## config.mk

```make
export PLATFORM = sky130hd
export DESIGN_NAME = spi_tap_ctrl
export DESIGN_NICKNAME = d
export VERILOG_FILES = /design/src/rtl/spi_tap_ctrl.sv
export SDC_FILE = /design/constraint.sdc
export NUM_CORES = 1
export LEC_CHECK = 0
export BUFFER_PORTS_ARGS = -buffer_cell sky130_fd_sc_hd__buf_4
export CORE_UTILIZATION = 61
export CTS_BUF_LIST = sky130_fd_sc_hd__clkbuf_4
export DETAILED_ROUTE_END_ITERATION = 12
export PLACE_DENSITY = 0.83
export SYNTH_ARGS = -nofsm -noshare
export SYNTH_HDL_FRONTEND = slang
export SYNTH_SLANG_ARGS = --single-unit
export TNS_END_PERCENT = 100
```

## constraint.sdc

```tcl
create_clock -name clk -period 4.5 [get_ports clk]
set_clock_uncertainty 0.05 [all_clocks]
set_input_delay 0.225 -clock clk [delete_from_list [all_inputs] [get_ports clk]]
set_output_delay 0.225 -clock clk [all_outputs]
set_load 0.02 [all_outputs]
```

## src/rtl/spi_tap_ctrl.sv

```systemverilog
module spi_tap_ctrl #(
  parameter int TAP_BITS = 7,
  parameter logic [TAP_BITS-1:0] WIPER_INIT = 7'h40,
  parameter logic [7:0] CTRL_INIT = 8'h40,
  parameter logic [7:0] CTRL_MASK = 8'h42,
  parameter int FRAME_BITS = 16
) (
  input  logic                clk,
  input  logic                rst_n,
  input  logic                sck,
  input  logic                sdi,
  input  logic                cs_n,
  output logic                sdo_o,
  output logic                sdo_oe,
  output logic [TAP_BITS-1:0] wiper_pos,
  output logic [7:0]          ctrl_reg
);
  localparam int CW = $clog2(FRAME_BITS + 1);
  localparam int MSB = FRAME_BITS - 1;
  localparam logic [4:0] ADDR_TAP = 5'h00;
  localparam logic [4:0] ADDR_MODE = 5'h10;

  logic [1:0] sck_m, sdi_m, cs_m;
  logic sck_d, cs_d;
  logic armed, sdo_bit;
  logic [CW-1:0] cnt;
  logic [MSB:0] shreg;

  wire sck_s = sck_m[1];
  wire sdi_s = sdi_m[1];
  wire cs_s  = cs_m[1];
  wire sck_rise = sck_s & ~sck_d;
  wire sck_fall = ~sck_s & sck_d;
  wire cs_fall  = ~cs_s & cs_d;
  wire cs_rise  = cs_s & ~cs_d;
  wire exec = cs_rise & armed & (cnt == CW'(FRAME_BITS));

  wire [2:0] op   = shreg[MSB -: 3];
  wire [4:0] addr = shreg[MSB-3 -: 5];
  wire [7:0] dat  = shreg[7:0];
  wire [7:0] tap_byte = {{(8-TAP_BITS){1'b0}}, wiper_pos};

  logic wr_tap, wr_mode, rd;
  logic [4:0] rd_addr;

  always_comb begin
    wr_tap = 1'b0;
    wr_mode = 1'b0;
    rd = 1'b0;
    rd_addr = addr;
    case (op)
      3'b001: begin rd = 1'b1; rd_addr = ADDR_MODE; end
      3'b011: wr_mode = 1'b1;
      3'b100: rd = (addr == ADDR_TAP) || (addr == ADDR_MODE);
      3'b110: begin
        wr_tap  = (addr == ADDR_TAP);
        wr_mode = (addr == ADDR_MODE);
      end
      default: ;
    endcase
  end

  wire [15:0] rd_word = {3'b111, rd_addr, (rd_addr == ADDR_MODE) ? ctrl_reg : tap_byte};

  always_ff @(posedge clk or negedge rst_n) begin
    if (!rst_n) begin
      sck_m <= '0; sdi_m <= '0; cs_m <= '0;
      sck_d <= 1'b0; cs_d <= 1'b0;
    end else begin
      sck_m <= {sck_m[0], sck};
      sdi_m <= {sdi_m[0], sdi};
      cs_m  <= {cs_m[0], cs_n};
      sck_d <= sck_s;
      cs_d  <= cs_s;
    end
  end

  always_ff @(posedge clk or negedge rst_n) begin
    if (!rst_n) begin
      armed <= 1'b0;
      cnt <= '0;
      shreg <= '0;
      sdo_bit <= 1'b0;
      wiper_pos <= WIPER_INIT;
      ctrl_reg <= CTRL_INIT;
    end else begin
      if (cs_fall) begin
        armed <= 1'b1;
        cnt <= '0;
        sdo_bit <= shreg[MSB];
      end else if (!cs_s && armed) begin
        if (sck_rise) begin
          shreg <= {shreg[MSB-1:0], sdi_s};
          if (cnt != CW'(FRAME_BITS)) cnt <= cnt + 1'b1;
        end
        if (sck_fall) sdo_bit <= shreg[MSB];
      end
      if (exec) begin
        if (wr_tap)  wiper_pos <= dat[TAP_BITS-1:0];
        if (wr_mode) ctrl_reg <= dat & CTRL_MASK;
        if (rd)      shreg <= rd_word;
      end
    end
  end

  wire od = ctrl_reg[1];
  wire active = armed & ~cs_s;
  assign sdo_oe = active & (od ? ~sdo_bit : 1'b1);
  assign sdo_o  = od ? 1'b0 : sdo_bit;
endmodule

```

After elaboration in Yosys (flattened, before gate mapping):

Cells that the tools add are included.
W data, S select, Z words.

* add/sub/neg operators: 1
* eq/ne operators: 8
* mux-type cells: 19
* bitwise operators: 13
* reductions and logical operators: 12

Operators with widths (count)
* $mux W16: 5
* $mux W5: 5
* $eq A5 B5 Y1 const B: 3
* $and A1 B1 Y1: 8
* $reduce_bool A2 Y1: 4
* $mux W7: 1
* $eq A3 B3 Y1 const B: 2
* $mux W1: 6
* $reduce_and A2 Y1: 3
* $add A5 B1 Y5 const B: 1
* $logic_not A5 Y1: 1
* $ne A5 B5 Y1 const B: 1
* $not A1 Y1: 5
* $pmux W1 S2: 2
* $eq A3 B1 Y1 const B: 1
* $eq A3 B2 Y1 const B: 1
* $reduce_and A3 Y1: 1
* $logic_and A1 B1 Y1: 1
* $logic_not A1 Y1: 1
* $logic_or A1 B1 Y1: 1

* flip-flop bits (word level): 40
* input port bits: 5
* output and inout bits: 17
* logic and storage cells: 64

Longest topological paths before layout:

* word-level depth: 7
* mapped depth: 8
* gate-level depth less buffers: 6

Least setup slack after synthesis:

OpenSTA, ideal clock, no wires.

* path type: register to register
* start point: register cnt[0]
* end point: register wiper_pos[0]
* library setup time: 0.125 ns
* arrival: 2.096 ns
* data required time: 4.325 ns
* setup slack: 2.228 ns
* stages on the path, launching flop included: 9
* buffers on the path: 2
* clock period less this slack: 2.272 ns
* path through: dfrtp_1 -> inv_1 -> ha_1 -> nand4bb_4 -> or3_1 -> buf_2 -> or4_4 -> buf_6 -> mux2_4

* cells in the longest elaborated chain, start to end: 3

RTL lines
* start: declaration: line 26 `logic [CW-1:0] cnt;`
* start signal: assignment: line 94 `if (cnt != CW'(FRAME_BITS)) cnt <= cnt + 1'b1;`
* $eq A5 B5 Y1: line 36 `wire exec = cs_rise & armed & (cnt == CW'(FRAME_BITS));`
* $and A1 B1 Y1: line 36
* $reduce_and A2 Y1 (no source line)
* end signal: assignment: line 99 `if (wr_tap) wiper_pos <= dat[TAP_BITS-1:0];`
* end: declaration: line 15 `output logic [TAP_BITS-1:0] wiper_pos,`

Every way passes these cells.
A chain may end at the register's enable or synchronous reset.

Worst setup path in the final report:

* start point: register cnt[0]
* end point: register wiper_pos[3]

Same word-level chain as after synthesis.

==> impl_metrics.toml <==
[pwr]
clockPowerShare = 0.384
vdd_drop_max_v = 0.0002810
p_leak_nw = 0.9980
combPwrFrac = 0.072
power_frac_seq = 0.543
pwr_density_cell_nw_per_um2 = 354.7
p_int_w = 0.0005724
total_power_w = 0.0007327
p_switching_w = 0.0001603
swShare = 0.2188

[place]
dp_hpwl_um = 2272
port_buffers = 15
routabilityCongestion = 0.8649
place_area_sq_um = 1928

[timing]
whs_ns = 0.3009
setup_violations = 0
slew_violations = 0
tightestPinTransition_ns = 1.046
fin_tns_setup_ns = 0
max_freq_mhz = 426.3
relSlewSlack = 0.2929
finalCritPeriodShare = 0.5213
rsz0062_at_grt = "false"
finalCriticalPeriod_ns = 2.346
hold_viol = 0

[critical_path]
worst_ep_required_time_ns = 4.69
slowest_delay_ns = 0.54
crit_chain = "inv_1 -> ha_1 -> nand4bb_4 -> or3_1 -> or4_4 -> mux2_4"
slowest_stage = "or4_4"
cp.arrival_ns = 2.54
critPathMaxFanout = 7
critPathKind = "reg -> reg"
reg2regPathDepth = 6
startpoint_type = "register"
cp-end-kind = "register"

[floorplan]
die-area_sq_um = 3226
io_pins = 22
core_sq_um = 2805
die_height_um = 56.80
rows = 19
start_util = 0.6530
die_x_um = 56.80

[clock_tree]
clk_pin_slew_ns = 0.11
post_cts_resized = 0
numCtsBuffers = 5
insertion_delay_ns = 0.35
cts_root_buf = "clkbuf_4"
h-tree-depth = 2
clockBufferDepth = 2
cts_sinks = 40
cts_tree = "done"

[logic_synthesis]
synth-seq-cells = 40
synth_top_area_cell = "dfrtp_1"
synth_cells = 151
ys_top_cells_by_area = "dfrtp_1, mux2i_1, mux2_4, nand2_1, buf_4"
synth-main-ff-cell = "dfrtp_1"
synth_edf_count = 0
syn_area_per_cell_sq_um = 12.13
synth_top_area_frac = 0.5191
async_flop_share = 1.000
seq_area_frac_synth = 0.5478
synth_most_common_cell = "dfrtp_1"
ys_types = 36
synth_common_cells = "dfrtp_1, nand2_1, mux2i_1"
netlist_area_sq_um = 1832
yosys_warnings = 0

[routing]
drt-total-wl_um = 3318
wl_per_cell_um = 16.43
via_per_inst = 5.946
remaining_drc_errors = 10
firstDrtPassIters = 9
vias = 1201
drt_iter0_drc = 102
antenna_left = 0

[cells_and_area]
nets = 178
largest_registers = "shreg x16, wiper_pos x7, cnt x5"
drive_gt1_frac = 0.2398
largest_reg_flops = 16
postLayoutCellArea_sq_um = 2066
syn2layout_area_growth_pct = 12.77
diodes = 0
top_register = "shreg"
fill_cells = 200

[grt]
grt_max_degree = 41
grt_antenna_before_repair = 0
grt_pass1_vias = 1184
gr-total-overflow = 0
grt_use_total = 0.2347
grt_first_pass_wirelength_um = 5575

[run_status]
outcome = "complete, but fails checks"
violations = "DRC"

[min_path]
holdPathStages = 0
hold_path_class = "reg -> reg"

[flow_run]
cap_violations = 0
## what timing repair did
action,CTS,global route
hold buffers,4,0
hold endpoints to repair,41,0
setup buffers,0,0
## worst max-delay path, delay by kind of cell (launching register included)
kind | cells | cell delay [ns]
fa+ha+maj | 1 | 0.20
buf+inv | 1 | 0.10
flops | 1 | 0.42
mux | 1 | 0.33
simple gates | 3 | 1.14
## layout by cell type, fill, tap and decap left out, drive strengths merged, types with 2 or more instances in the layout
| cell | Yosys | layout |
|---|---|---|
| nor2b | 3 | 3 |
| dfstp | 2 | 2 |
| conb | 1 | 6 |
| a211oi | 2 | 2 |
| o211ai | 2 | 2 |
| nand3 | 3 | 3 |
| bufinv | 0 | 2 |
| mux2 | 10 | 10 |
| nand2b | 3 | 3 |
| a21oi | 7 | 7 |
| dfrtp | 38 | 38 |
| buf | 10 | 16 |
| clkbuf | 2 | 5 |
| ha | 2 | 2 |
| nor2 | 5 | 5 |
| xor2 | 3 | 3 |
| mux2i | 17 | 17 |
| dlygate4sd3 | 0 | 4 |
| inv | 4 | 4 |
| nand4 | 2 | 2 |
| nand2 | 22 | 22 |
## power by group through the flow
stage          combinational (W)  sequential, W  clock, W
4_1_cts                0.0000540       0.000398  0.000288
5_1_grt                0.0000593       0.000401  0.000298
6_report               0.0000531       0.000398  0.000281
3_3_place_gp           0.0000482       0.000404         0
2_1_floorplan          0.0000393       0.000398         0
3_5_place_dp           0.0000507       0.000406         0
## per-stage QoR
stage | util | worst slack (ns) | std cells
global placement | 0.6873 | 2.260 | 191
floorplan | - | 2.228 | 156
detailed placement | 0.6873 | 2.169 | 191
global route | 0.7364 | 2.054 | 202
CTS | 0.7364 | 2.140 | 202
finish | 0.7364 | 2.154 | 202
## logic make-up (layout without fill, tap and decap cells)
family,count (synthesis),after routing,synth area share
AND/OR/NAND/NOR,46,46,0.1400
flip-flops,40,40,0.5478
multiplexers,27,27,0.1687
buffers and inverters,16,31,0.05259
AO/OA/AOI/OAI,15,15,0.05601
XOR/XNOR,4,4,0.01913
adder cells (fa/ha/maj),2,2,0.01366
other,1,6,0.002047
## routing by layer
| metal | share of wire | vias up | global-route usage | wire [um] |
|---|---|---|---|---|
| li1 | - | 548 | - | - |
| met1 | 0.39 | 585 | 0.2693 | 1303 |
| met2 | 0.52 | 57 | 0.4065 | 1714 |
| met3 | 0.064 | 11 | 0.06682 | 211 |
| met4 | 0.027 | 0 | 0.1045 | 88 |
| met5 | 0 | - | 0 | 0 |
## layout make-up
type	instances	area, sq um	share of cell area
clock inverter	2	60.06	0.02907
inverter	4	15.01	0.007268
sequential	40	1003	0.4858
clock buffer	5	37.54	0.01817
timing repair buffer	20	160.2	0.07753
tap	31	38.79	0.01878
multi-input combinational	100	750.7	0.3634
## path summary, 6_finish.rpt
check | startpoint | endpoint | slack, ns
max in group asynchronous | rst_n | ctrl_reg[6] | 3.72
min in group asynchronous | rst_n | shreg[2] | 0.32
worst max-delay path | cnt[0] | wiper_pos[3] | 2.15
worst max register to register | cnt[0] | wiper_pos[3] | 2.15
worst min-delay path | sdi_m[0] | sdi_m[1] | 0.30
worst min register to register | sdi_m[0] | sdi_m[1] | 0.30
(Power assumes the default switching activity.)
